--- src/rtl/sef_pkg.sv ---
package sef_pkg;

  typedef enum logic [2:0] {
    EV_START   = 3'd0,
    EV_ADDR_RD = 3'd1,
    EV_ADDR_WR = 3'd2,
    EV_DATA    = 3'd3,
    EV_STOP    = 3'd4
  } sef_evt_e;

  typedef enum logic [2:0] {
    TAG_WADDR  = 3'd0,
    TAG_COUNT  = 3'd1,
    TAG_OPCODE = 3'd2,
    TAG_PARAM1 = 3'd3,
    TAG_PARAM2 = 3'd4,
    TAG_DATA   = 3'd5,
    TAG_CRC    = 3'd6,
    TAG_STATUS = 3'd7
  } sef_tag_e;

  typedef enum logic [2:0] {
    STS_SUCCESS  = 3'd0,
    STS_MAC_FAIL = 3'd1,
    STS_PARSE    = 3'd2,
    STS_EXEC     = 3'd3,
    STS_READY    = 3'd4,
    STS_COMM     = 3'd5,
    STS_UNKNOWN  = 3'd7
  } sef_sts_e;

  typedef enum logic [2:0] {
    S_IDLE, S_ADDR, S_WR, S_RD, S_EMIT, S_DONE
  } sef_state_e;

  localparam logic [7:0] WA_RESET = 8'h00;
  localparam logic [7:0] WA_CMD   = 8'h03;
  localparam logic [7:0] STS_LEN  = 8'h04;

endpackage

--- src/rtl/sef_byte_buf.sv ---
module sef_byte_buf #(
  parameter int DEPTH = 96,
  parameter int CW    = $clog2(DEPTH + 1)
) (
  input  logic          clk_i,
  input  logic          rst_ni,
  input  logic          clear_i,
  input  logic          push_i,
  input  logic [7:0]    byte_i,
  input  logic [CW-1:0] rd_idx_i,
  output logic [7:0]    rd_byte_o,
  output logic [7:0]    head0_o,
  output logic [7:0]    head1_o,
  output logic [CW-1:0] fill_o,
  output logic          ovf_o
);
  localparam int AW = (DEPTH > 1) ? $clog2(DEPTH) : 1;

  logic [7:0]    mem_q [DEPTH];
  logic [CW-1:0] fill_q;
  logic          ovf_q;
  logic          full;

  assign full = (fill_q == CW'(DEPTH));

  always_ff @(posedge clk_i or negedge rst_ni) begin
    if (!rst_ni) begin
      fill_q <= '0;
      ovf_q  <= 1'b0;
    end else if (clear_i) begin
      fill_q <= '0;
      ovf_q  <= 1'b0;
    end else if (push_i) begin
      if (full) ovf_q  <= 1'b1;
      else      fill_q <= fill_q + CW'(1);
    end
  end

  always_ff @(posedge clk_i) begin
    if (push_i && !clear_i && !full) mem_q[fill_q[AW-1:0]] <= byte_i;
  end

  assign rd_byte_o = (rd_idx_i < CW'(DEPTH)) ? mem_q[rd_idx_i[AW-1:0]] : 8'h00;
  assign head0_o   = mem_q[0];
  assign head1_o   = mem_q[1];
  assign fill_o    = fill_q;
  assign ovf_o     = ovf_q;

endmodule

--- src/rtl/sef_field_map.sv ---
module sef_field_map
  import sef_pkg::*;
#(
  parameter int CW = 7
) (
  input  logic [CW-1:0] idx_i,
  input  logic [CW-1:0] fill_i,
  input  logic          rd_i,
  input  logic          sts_frame_i,
  output sef_tag_e      tag_o
);
  logic in_crc;

  // last two bytes of the frame
  assign in_crc = (32'(idx_i) + 32'd2 >= 32'(fill_i));

  always_comb begin
    tag_o = TAG_DATA;
    if (rd_i) begin
      if (idx_i == '0)                           tag_o = TAG_COUNT;
      else if (sts_frame_i && idx_i == CW'(1))   tag_o = TAG_STATUS;
      else if (in_crc)                           tag_o = TAG_CRC;
      else                                       tag_o = TAG_DATA;
    end else begin
      if (idx_i == '0)                           tag_o = TAG_WADDR;
      else if (idx_i == CW'(1))                  tag_o = TAG_COUNT;
      else if (in_crc)                           tag_o = TAG_CRC;
      else if (idx_i == CW'(2))                  tag_o = TAG_OPCODE;
      else if (idx_i == CW'(3))                  tag_o = TAG_PARAM1;
      else if (idx_i == CW'(4) || idx_i == CW'(5)) tag_o = TAG_PARAM2;
      else                                       tag_o = TAG_DATA;
    end
  end

endmodule

--- src/rtl/sef_status_dec.sv ---
module sef_status_dec
  import sef_pkg::*;
(
  input  logic [7:0] byte_i,
  output sef_sts_e   code_o
);
  always_comb begin
    unique case (byte_i)
      8'h00:   code_o = STS_SUCCESS;
      8'h01:   code_o = STS_MAC_FAIL;
      8'h03:   code_o = STS_PARSE;
      8'h0F:   code_o = STS_EXEC;
      8'h11:   code_o = STS_READY;
      8'hFF:   code_o = STS_COMM;
      default: code_o = STS_UNKNOWN;
    endcase
  end
endmodule

--- src/rtl/sef_frame_classifier.sv ---
module sef_frame_classifier
  import sef_pkg::*;
#(
  parameter int BUF_DEPTH = 96
) (
  input  logic       clk_i,
  input  logic       rst_ni,
  input  logic       evt_valid_i,
  input  logic [2:0] evt_kind_i,
  input  logic [7:0] evt_byte_i,
  output logic       tag_valid_o,
  output logic [2:0] tag_o,
  output logic [7:0] tag_byte_o,
  output logic       frame_done_o,
  output logic       len_err_o,
  output logic       status_valid_o,
  output logic [2:0] status_code_o
);
  localparam int CW = $clog2(BUF_DEPTH + 1);

  sef_state_e    state_q, state_d;
  logic [CW-1:0] idx_q, idx_d, last_q, last_d;
  logic          err_q, err_d, rd_q, rd_d, sts_q, sts_d;
  logic [7:0]    wa_q, wa_d;
  logic          wa_vld_q, wa_vld_d;

  logic          ev_start, ev_ard, ev_awr, ev_data, ev_stop;
  logic          collecting, buf_clear, buf_push;
  logic [7:0]    rd_byte, head0, head1;
  logic [CW-1:0] fill;
  logic          ovf, count_ok, sts_hit;
  logic [CW-1:0] elen;
  sef_tag_e      tag;
  sef_sts_e      sts_code;

  assign ev_start = evt_valid_i && (evt_kind_i == EV_START);
  assign ev_ard   = evt_valid_i && (evt_kind_i == EV_ADDR_RD);
  assign ev_awr   = evt_valid_i && (evt_kind_i == EV_ADDR_WR);
  assign ev_data  = evt_valid_i && (evt_kind_i == EV_DATA);
  assign ev_stop  = evt_valid_i && (evt_kind_i == EV_STOP);

  assign collecting = (state_q == S_WR) || (state_q == S_RD);
  assign buf_clear  = ev_start && (state_q inside {S_IDLE, S_ADDR, S_WR, S_RD});
  assign buf_push   = ev_data && collecting;

  sef_byte_buf #(.DEPTH(BUF_DEPTH), .CW(CW)) u_buf (
    .clk_i     (clk_i),
    .rst_ni    (rst_ni),
    .clear_i   (buf_clear),
    .push_i    (buf_push),
    .byte_i    (evt_byte_i),
    .rd_idx_i  (idx_q),
    .rd_byte_o (rd_byte),
    .head0_o   (head0),
    .head1_o   (head1),
    .fill_o    (fill),
    .ovf_o     (ovf)
  );

  sef_field_map #(.CW(CW)) u_map (
    .idx_i       (idx_q),
    .fill_i      (fill),
    .rd_i        (rd_q),
    .sts_frame_i (sts_q),
    .tag_o       (tag)
  );

  sef_status_dec u_sts (
    .byte_i (head1),
    .code_o (sts_code)
  );

  assign count_ok = (fill >= CW'(2)) && (32'(head1) == 32'(fill) - 32'd1);
  assign sts_hit  = wa_vld_q && (wa_q == WA_RESET || wa_q == WA_CMD) &&
                    (head0 == STS_LEN) && (fill >= CW'(2)) && !ovf;

  // number of bytes to emit when the frame closes
  always_comb begin
    elen = '0;
    if (ovf)                 elen = '0;
    else if (state_q == S_RD) elen = fill;
    else if (head0 == WA_CMD) elen = count_ok ? fill : ((fill > CW'(2)) ? CW'(2) : fill);
    else                     elen = CW'(1);
  end

  always_comb begin
    state_d  = state_q;
    idx_d    = idx_q;
    last_d   = last_q;
    err_d    = err_q;
    rd_d     = rd_q;
    sts_d    = sts_q;
    wa_d     = wa_q;
    wa_vld_d = wa_vld_q;
    unique case (state_q)
      S_IDLE: if (ev_start) state_d = S_ADDR;
      S_ADDR: begin
        if (ev_ard)       state_d = S_RD;
        else if (ev_awr)  state_d = S_WR;
        else if (ev_stop) state_d = S_IDLE;
      end
      S_WR, S_RD: begin
        if (ev_start) begin
          state_d = S_ADDR;
        end else if (ev_stop) begin
          if (state_q == S_RD) wa_vld_d = 1'b0;
          if (fill == '0) begin
            state_d = S_IDLE;
          end else begin
            rd_d  = (state_q == S_RD);
            sts_d = (state_q == S_RD) && sts_hit;
            err_d = ovf || ((state_q == S_WR) && (head0 == WA_CMD) && !count_ok);
            if (state_q == S_WR) begin
              wa_d     = head0;
              wa_vld_d = 1'b1;
            end
            idx_d = '0;
            if (elen == '0) begin
              state_d = S_DONE;
            end else begin
              last_d  = elen - CW'(1);
              state_d = S_EMIT;
            end
          end
        end
      end
      S_EMIT: begin
        if (idx_q == last_q) state_d = S_DONE;
        else                 idx_d   = idx_q + CW'(1);
      end
      S_DONE:  state_d = S_IDLE;
      default: state_d = S_IDLE;
    endcase
  end

  always_ff @(posedge clk_i or negedge rst_ni) begin
    if (!rst_ni) begin
      state_q  <= S_IDLE;
      idx_q    <= '0;
      last_q   <= '0;
      err_q    <= 1'b0;
      rd_q     <= 1'b0;
      sts_q    <= 1'b0;
      wa_q     <= 8'h00;
      wa_vld_q <= 1'b0;
    end else begin
      state_q  <= state_d;
      idx_q    <= idx_d;
      last_q   <= last_d;
      err_q    <= err_d;
      rd_q     <= rd_d;
      sts_q    <= sts_d;
      wa_q     <= wa_d;
      wa_vld_q <= wa_vld_d;
    end
  end

  assign tag_valid_o    = (state_q == S_EMIT);
  assign tag_o          = tag_valid_o ? tag : 3'd0;
  assign tag_byte_o     = tag_valid_o ? rd_byte : 8'h00;
  assign frame_done_o   = (state_q == S_DONE);
  assign len_err_o      = frame_done_o && err_q;
  assign status_valid_o = frame_done_o && sts_q && !err_q;
  assign status_code_o  = status_valid_o ? sts_code : 3'd0;

endmodule

--- config.mk ---
export PLATFORM = sky130hd
export DESIGN_NAME = sef_frame_classifier
export DESIGN_NICKNAME = d
export VERILOG_FILES = /design/src/rtl/sef_pkg.sv /design/src/rtl/sef_byte_buf.sv /design/src/rtl/sef_field_map.sv /design/src/rtl/sef_status_dec.sv /design/src/rtl/sef_frame_classifier.sv
export SDC_FILE = /design/constraint.sdc
export NUM_CORES = 1
export LEC_CHECK = 0
export CAP_MARGIN = 10
export CELL_PAD_IN_SITES_DETAIL_PLACEMENT = 0
export CELL_PAD_IN_SITES_GLOBAL_PLACEMENT = 1
export CORE_ASPECT_RATIO = 1.25
export CORE_MARGIN = 2
export CORE_UTILIZATION = 33
export DETAILED_ROUTE_END_ITERATION = 7
export PLACE_DENSITY = 0.53
export SETUP_SLACK_MARGIN = 0.02
export SLEW_MARGIN = 10
export SYNTH_ARGS = -nofsm -noshare
export SYNTH_HDL_FRONTEND = slang
export SYNTH_HIERARCHICAL = 1
export SYNTH_SLANG_ARGS = --single-unit
--- constraint.sdc ---
create_clock -name clk_i -period 3.8 [get_ports clk_i]
set_input_delay 0.76 -clock clk_i [delete_from_list [all_inputs] [get_ports clk_i]]
set_output_delay 0.76 -clock clk_i [all_outputs]
set_load 0.01 [all_outputs]
---- Word level (Yosys, flattened, before mapping) ----
Memory sizes are Yosys's and may differ from the RTL's.
Index checks and enable logic that the tools add are counted.
cells by class
  add/sub/neg operators ................... 5
  multiply operators ...................... 0
  div/mod/pow operators ................... 0
  magnitude comparators ................... 4
  equality and inequality tests ........... 34
  shift-type cells ........................ 0
  mux-type cells .......................... 46
  bitwise operators ....................... 3
  reductions and logical operators ........ 50
operator list
  cell                                                                   count
  7-bit 2-to-1 mux                                                       12
  3-bit 2-to-1 mux                                                       18
  8-bit by 32-bit equality test with 1-bit output                        1
  32-bit by 7-bit greater-or-equal comparator with 1-bit output          1
  8-bit by 2-bit equality test with 1-bit output, second input constant  3
  1-bit logical AND                                                      21
  7-bit logical NOT                                                      3
  3-bit case mux with 6 select lines                                     1
  8-bit logical NOT                                                      2
  8-bit 2-to-1 mux                                                       2
  5-bit AND reduction                                                    3
  7-bit by 1-bit adder with 7-bit output, second input constant          2
  7-bit by 2-bit equality test with 1-bit output, second input constant  2
  7-bit by 3-bit equality test with 1-bit output, second input constant  2
  7-bit case mux with 2 select lines                                     1
  3-bit by 2-bit equality test with 1-bit output, second input constant  4
  3-bit case mux with 4 select lines                                     1
  1-bit 2-to-1 mux                                                       10
  2-bit != test, second input constant                                   5
  3-bit equality test, second input constant                             3
  7-bit by 2-bit adder with 8-bit output, second input constant          1
  8-bit by 1-bit equality test with 1-bit output, second input constant  1
  8-bit by 3-bit equality test with 1-bit output, second input constant  1
  8-bit by 4-bit equality test with 1-bit output, second input constant  1
  other kinds (25)                                                       41
word-level totals
  register bits after elaboration ......... 37
  latch bits .............................. 0
  RAM bits ................................ 768
  memory bits (read-only) ................. 0
  input bits .............................. 14
  output and inout bits ................... 18
  logic and storage cells ................. 153
  memories ................................ 1
memories
  name         depth  bits a word  rd ports  clocked after memory_dff  write ports  RTL line            source
  u_buf.mem_q  96     8            3         0                         1            sef_byte_buf.sv:19  logic [7:0] mem_q [DEPTH];

---- Longest topological paths before layout ----
Gate-level depths: netlist (run 1).
  word-level depth ........................ 13
  depth in mapped cells ................... 14
  mapped depth without buffers ............ 14

---- By module ----
Netlist (run 1), hierarchy kept.
modules (own cells, without submodules)
  module                instances  cells each  area each (um^2)  seq. area each (um^2)
  sef_byte_buf          1          1405        30304.1           23262.3
  sef_frame_classifier  1          244         2193.4            725.7
  sef_field_map         1          50          356.6             0.0
  sef_status_dec        1          20          115.1             0.0

---- Worst setup path before layout (run 1) ----
Ideal clock, no wire load.
  kind .................................... flip-flop to output port
  start ................................... register idx_q[1]
  end ..................................... output tag_byte_o[3]
  arrival time ............................ 2.569 ns
  required time ........................... 3.040 ns
  setup slack ............................. 0.471 ns
  stages on the path, launching flop included .. 10
  path buffers ............................ 3
  cell sequence ........................... dfrtp_1 > buf_4 > buf_2 > buf_2 > mux4_2 > a22o_1 > a221oi_1 > o22ai_1 > a211o_1 > and2_1
on the way
  cells in the longest elaborated chain, start to end .. 3
  elaborated cells on any way between the ends .. 4
  classes of those cells .................. 1 x order compare; 2 x mux; 1 x memory
ends and longest elaborated chain
  element                                                         RTL line                     source
  start: declaration                                              sef_frame_classifier.sv:22   logic [CW-1:0] idx_q, idx_d, last_q, last_d;
  start signal: assignment                                        sef_frame_classifier.sv:148  idx_q <= idx_d;
  memory 96 x 8 bit / 7-bit < comparator (equally long branches)  --
  8-bit 2-to-1 mux (*)                                            sef_byte_buf.sv:43           assign rd_byte_o = (rd_idx_i < CW'(DEPTH)) ? mem_q[rd_idx_i[AW-1:0]] : 8'h00;
  via rd_byte[3]                                                  sef_frame_classifier.sv:29   logic [7:0] rd_byte, head0, head1;
  8-bit 2-to-1 mux (*)                                            sef_frame_classifier.sv:160  assign tag_byte_o = tag_valid_o ? rd_byte : 8'h00;
  end: declaration                                                sef_frame_classifier.sv:13   output logic [7:0] tag_byte_o,
Mark *: on every way through the listed nets, which the timed path passes. The rest lies on a longest branch.

---- Final worst setup path (run 1) ----
  start ................................... register idx_q[0]
  end ..................................... output tag_byte_o[5]
The elaborated chain is that of the path after synthesis.

==> results.sh, run 1 <==
export IMPL_drive_gt1_frac=0.3439
export IMPL_max_slew_margin_rel=0.2450
export IMPL_totalPowerFinal_uw=26710
export IMPL_fin_ws_ns=-0.4726
export IMPL_syn_inst=1719
export IMPL_final_period_utilization=1.124
export IMPL_avgSynthCellArea_um2=19.18
export IMPL_synthTopCellsByCount="768 x edfxtp_1, 188 x mux4_2, 133 x nor2_1, 53 x nand2_1, 37 x dfrtp_1"
export IMPL_vias_per_cell=5.285
export IMPL_yosys_register_bits=805
export IMPL_htreeDepth=3
export IMPL_yosysSeqAreaShare=0.7276
export IMPL_clkLatencyLatePin_ns=0.65
export IMPL_final_util=0.4074
export IMPL_dr_pass1_iters=5
export IMPL_min_period_ns=4.273
export IMPL_final_max_slew_viol_count=0
export IMPL_grt_max_degree=97
export IMPL_cts_tree="built"
export IMPL_root_buffer="clkbuf_16"
export IMPL_top_usage_layer="met2"
export IMPL_area_growth_pct=22.27
export IMPL_rsz0062_at_grt="true"
export IMPL_antenna_found_initial=3
export IMPL_synth_most_common_cell="edfxtp_1"
export IMPL_yosysWarnings=6
export IMPL_setup_viol=9
export IMPL_placed_area_um2=36010
export IMPL_yosys_area_top_type="edfxtp_1"
export IMPL_fmax_mhz=234.1
export IMPL_layout_cells_non_filler=3358
export IMPL_p_leak_uw=0.01285
export IMPL_synth_area_um2=32970
export IMPL_start_kind="flip-flop"
export IMPL_grt_use_met3=0.02162
export IMPL_cp_required_ns=3.04
export IMPL_cp_max_fo=6
export IMPL_routed_wl_um=91800
export IMPL_drtIter0Drc=1422
export IMPL_drcViolationCount=0
export IMPL_grt_pass1_wl_um=133800
export IMPL_path_cells="buf_12, buf_12, buf_8, mux4_2, mux4_2, nand2_2, o21ai_4, or4_4, and2_4, buf_6"
export IMPL_cts_hold_buf=0
export IMPL_synth_top_area_frac=0.6995
export IMPL_cts_num_sinks=805
export IMPL_crit_family="multiplexers"
export IMPL_max_stage_delay_ns=0.54
export IMPL_arrival_ns=3.51
export IMPL_grt_pass1_vias=18770
export IMPL_dieArea_um2=102500
export IMPL_postSynth_asyncResetShare=0.04596
export IMPL_io_buffer_count=31
export IMPL_ant_nets=0
export IMPL_place_congestion=0.7836
export IMPL_hold_slack_ns=0.2492
export IMPL_core_um2=98940
export IMPL_vias=17750
export IMPL_p_per_area_nw_per_um2=662.6
export IMPL_overflow=0
export IMPL_drv_cap=0
export IMPL_ios=32
export IMPL_hpwl_um=58790
export IMPL_ys_flop_type="edfxtp_1"
export IMPL_critPathCaptureType="primary output"
export IMPL_synth_area_leaders="edfxtp_1 70%, mux4_2 13%, dfrtp_1 2.8%, nor2_1 1.5%, mux4_1 0.88%"
export IMPL_slowest_stage="mux4_2"
export IMPL_tightest_slew_ns=1.133
export IMPL_numPlacedInstances=3150
export IMPL_num_rows=129
export IMPL_violations="setup timing"
export IMPL_die_x_um=286.7
export IMPL_stdcell_area_um2=40310
export IMPL_grt_usage=0.1807
export IMPL_chipHeight_um=357.4
export IMPL_ys_types=88
export IMPL_cts_buffer_depth=3
export IMPL_initial_core_util=0.3332
export IMPL_ir_worst_vdd_mv=0.2839
export IMPL_fin_skew_ns=0.02581
export IMPL_path_buf_inv=4
export IMPL_report_final_hold_viol_count=0
export IMPL_met2_usage=0.3211
export IMPL_synth_edf_count=768
export IMPL_numCtsBuffers=81
export IMPL_worstSetupPathType="reg -> out"
export IMPL_use_met1=0.2307
export IMPL_hp_class="in -> async"
export IMPL_outcome="complete, but fails checks"
export IMPL_nNetsFinal=2014
export IMPL_synth_nets=1747
export IMPL_clk_pin_slew_ns=0.06
export IMPL_post_drt_wl_per_cell_um=27.34
[metal layers]
layer,share of wire,routed length [um]
met3,0.038,3493
met4,0.025,2319
met2,0.53,48200
met1,0.41,37790
met5,0,0
[worst paths after layout]
check | start | to | cells past startpoint | slack, ns
max in group asynchronous | rst_ni | idx_q[1]$_DFFE_PN0P_ | 1 | 2.84
min in group clk_i | wa_vld_q$_DFFE_PN0P_ | wa_vld_q$_DFFE_PN0P_ | 1 | 0.50
worst min register to register | wa_vld_q$_DFFE_PN0P_ | wa_vld_q$_DFFE_PN0P_ | 1 | 0.50
worst max-delay path | idx_q[0]$_DFFE_PN0P_ | tag_byte_o[5] | 10 | -0.47
worst min-delay path | rst_ni | idx_q[2]$_DFFE_PN0P_ | 1 | 0.25
worst max register to register | u_buf/fill_o[1]$_DFFE_PN0P_ | last_q[5]$_DFFE_PN0P_ | 12 | 0.42
[sequential cells by signal, summed over array words and instances, names as in the netlist]
name and count:
err_q 1, idx_q 7, last_q 7, rd_q 1
state_q 3, sts_q 1, u_buf/fill_o 7, u_buf/mem_q 768
u_buf/ovf_o 1, wa_q 8, wa_vld_q 1
[repair_timing]
action | in CTS | in global routing
cloned | 12 | 3
setup buffers | 37 | 18
setup endpoints to repair | 11 | 11
gates resized for setup | 168 | 64
pin swaps | 40 | 20
[final cells by class]
| cell class | instances | area [um^2] |
|---|---|---|
| Antenna cell | 1 | 2.502 |
| Clock buffer | 97 | 2130 |
| Fill cell | 8789 | 58630 |
| Tap cell | 1310 | 1639 |
| Inverter | 19 | 71.32 |
| Multi-Input combinational cell | 811 | 9022 |
| Timing Repair Buffer | 268 | 2964 |
| Clock inverter | 47 | 480.5 |
| Sequential cell | 805 | 24000 |
[kinds of logic after synthesis]
logic type,Yosys count,share of synthesized area
flops,805,0.7276
simple gates,347,0.05336
xor+xnor,30,0.007970
buf+inv,103,0.01799
mux,232,0.1477
fa+ha+maj,14,0.005313
compound gates,188,0.04004
[metrics by stage]
step	TNS, ns	setup WS (ns)
finish	-2.801	-0.4726
global route	-3.709	-0.5312
CTS	-3.886	-0.5772
detailed placement	-4.323	-0.3370
global placement	-4.050	-0.3631
floorplan	0	0.4706
[layout by cell type, fill, tap and decap left out, drive strengths merged, types with 17 or more instances in the layout]
cell and count:
mux4 199, nor2b 22, and2 20, o21ai 28, clkbuf 101, a211oi 19
xnor2 17, edfxtp 768, inv 24, a21oi 31, nand3 31, buf 247
nand2 53, dfrtp 37, mux2i 19, clkinv 28, nor3 20, nor2 134
o22ai 22
[power breakdown]
part / total [uW] / leakage (uW) / internal, uW / switching (uW)
Sequential: 9950 / 0.00739 / 9810 / 148
Clock: 7970 / 0.00127 / 4560 / 3410
Combinational: 8780 / 0.00419 / 4500 / 4290
Power figures use the tool's default switching activity.
==> run 2: changes to the inputs <==
==> constraint.sdc (replaced) <==
create_clock -name clk_i -period 3.8 [get_ports clk_i]
set_input_delay 0.76 -clock clk_i [delete_from_list [all_inputs] [get_ports clk_i]]
set_output_delay 0.76 -clock clk_i [all_outputs]
set_load 0.05 [all_outputs]
==> run 2 against run 1 <==
Net effect: die area unchanged; hold slack got worse by 0.0099 ns; final cell count decreased by 0.92%; critical path depth unchanged; clock-buffer cell count decreased by 2; first-iteration DRC count decreased by 2.5%; design area decreased by 0.94%; utilization decreased by 0.38 points; combinational power decreased by 6.7%; the run still ends with setup timing left; routed wire length decreased by 2.2%; maximum frequency increased by 0.18%; global-route usage decreased by 0.35 points.
==> results.sh, run 2 (synthesis results as in run 1) <==
export IMPL_initial_core_util=0.3332
export IMPL_start_kind="flip-flop"
export IMPL_antenna_found_initial=3
export IMPL_tightest_slew_ns=1.208
export IMPL_min_period_ns=4.265
export IMPL_dieArea_um2=102500
export IMPL_place_ws_ns=-0.2125
export IMPL_grt_max_degree=97
export IMPL_drcViolationCount=0
export IMPL_use_met1=0.2290
export IMPL_arrival_ns=3.50
export IMPL_hpwl_um=58960
export IMPL_final_util=0.4036
export IMPL_post_drt_wl_per_cell_um=26.99
export IMPL_diodes=0
export IMPL_cts_buffer_depth=3
export IMPL_r2r_end="u_buf/mem_q[85][3]$_DFFE_PP_"
export IMPL_worstRegToRegCells=9
export IMPL_htreeDepth=3
export IMPL_layout_common_cells="768 x edfxtp_1, 190 x mux4_2, 153 x buf_4"
export IMPL_numCtsBuffers=83
export IMPL_die_x_um=286.7
export IMPL_setup_viol=9
export IMPL_rsz0062_at_grt="true"
export IMPL_max_slew_margin_rel=0.1917
export IMPL_root_buffer="clkbuf_16"
export IMPL_met2_usage=0.3136
export IMPL_final_max_slew_viol_count=0
export IMPL_grt_usage=0.1772
export IMPL_final_common_cell="edfxtp_1"
export IMPL_ios=32
export IMPL_final_period_utilization=1.122
export IMPL_cts_num_sinks=805
export IMPL_critPathCaptureType="primary output"
export IMPL_num_rows=129
export IMPL_clk_pin_slew_ns=0.06
export IMPL_grt_use_met3=0.02194
export IMPL_fin_skew_ns=0.02827
export IMPL_grt_pass1_vias=18260
export IMPL_numPlacedInstances=3140
export IMPL_dr_pass1_iters=7
export IMPL_nNetsFinal=1978
export IMPL_multi_input_area_um2=8827
export IMPL_outcome="complete, but fails checks"
export IMPL_hp_class="in -> async"
export IMPL_area_growth_pct=21.12
export IMPL_cp_max_fo=8
export IMPL_grt_pass1_wl_um=131600
export IMPL_fmax_mhz=234.5
export IMPL_vias=17310
export IMPL_drtIter0Drc=1387
export IMPL_totalPowerFinal_uw=26810
export IMPL_vias_per_cell=5.203
export IMPL_place_congestion=0.7989
export IMPL_violations="setup timing"
export IMPL_cp_required_ns=3.04
export IMPL_top_usage_layer="met2"
export IMPL_clkLatencyLatePin_ns=0.65
export IMPL_core_um2=98940
export IMPL_drive_gt1_frac=0.3272
export IMPL_cts_tree="built"
export IMPL_fin_ws_ns=-0.4649
export IMPL_p_leak_uw=0.01270
export IMPL_fill_cells=8832
export IMPL_chipHeight_um=357.4
export IMPL_io_buffer_count=31
export IMPL_overflow=0
export IMPL_ff_latch_area_um2=24000
export IMPL_report_final_hold_viol_count=0
export IMPL_worstSetupPathType="reg -> out"
export IMPL_rrSetupSlack_ns=0.38
export IMPL_largest_reg_flops=768
export IMPL_layout_cells_non_filler=3327
export IMPL_ant_nets=0
export IMPL_p_per_area_nw_per_um2=671.4
export IMPL_ir_worst_vdd_mv=0.3595
export IMPL_drv_cap=0
export IMPL_worstReg2RegStart="state_q[2]$_DFFE_PN0P_"
export IMPL_routed_wl_um=89780
run 2: area by class of cell:
type | instances | share of cell area
Tap cell | 1310 | 0.04105
Clock buffer | 95 | 0.05367
Sequential cell | 805 | 0.6011
Inverter | 19 | 0.001786
Multi-Input combinational cell | 811 | 0.2210
Clock inverter | 57 | 0.01871
Timing Repair Buffer | 230 | 0.06263
run 2: worst max-delay path: stages, from the launching register on:
cell and delay, ns:
dfrtp_4 0.50, buf_12 0.14, buf_16 0.16, buf_4 0.17, buf_4 0.15, mux4_2 0.43
o22ai_2 0.25, nor4b_1 0.14, or4_4 0.58, and2_4 0.17, buf_12 0.14
run 2: report_power, final:
group          total, uW  switching, uW  internal (uW)
logic               8190           4150           4040
registers           9950            145           9810
clock network       8670           3550           5120
run 2: worst max-delay path by stage:
| stage | end | cells after the start | slack (ns) | start |
|---|---|---|---|---|
| 3_3_place_gp | u_buf/mem_q[43][0]$_DFFE_PP_ | 9 | -0.21 | evt_kind_i[1] |
| 5_1_grt | tag_byte_o[5] | 10 | -0.51 | idx_q[0]$_DFFE_PN0P_ |
| 3_5_place_dp | u_buf/mem_q[87][4]$_DFFE_PP_ | 10 | -0.21 | evt_kind_i[1] |
| 4_1_cts | tag_byte_o[2] | 10 | -0.52 | idx_q[0]$_DFFE_PN0P_ |
| 6_report | tag_byte_o[5] | 10 | -0.46 | idx_q[0]$_DFFE_PN0P_ |
| 2_1_floorplan | tag_byte_o[3] | 9 | 0.33 | idx_q[1]$_DFFE_PN0P_ |
run 2: metal layers:
| metal | share of wire | wire length (um) |
|---|---|---|
| met4 | 0.023 | 2102 |
| met2 | 0.52 | 46700 |
| met3 | 0.037 | 3283 |
| met1 | 0.42 | 37680 |
| met5 | 0.00014 | 13 |
run 2: repair_timing:
item,CTS,global route
pin swaps,22,11
resized for setup,91,43
gates cloned,3,2
buffers inserted,26,4
setup endpoints to repair,12,13
hold buffers,0,0
hold endpoints to repair,0,0
run 2: per-stage QoR:
stage               instance area, um^2  hold WS, ns  setup TNS [ns]
floorplan                         32970       0.4519               0
global placement                  35990       0.4756          -37.80
detailed placement                35990       0.4782          -41.71
CTS                               39650       0.2584          -3.657
global route                      39930       0.3116          -4.026
finish                            39930       0.2393          -3.139
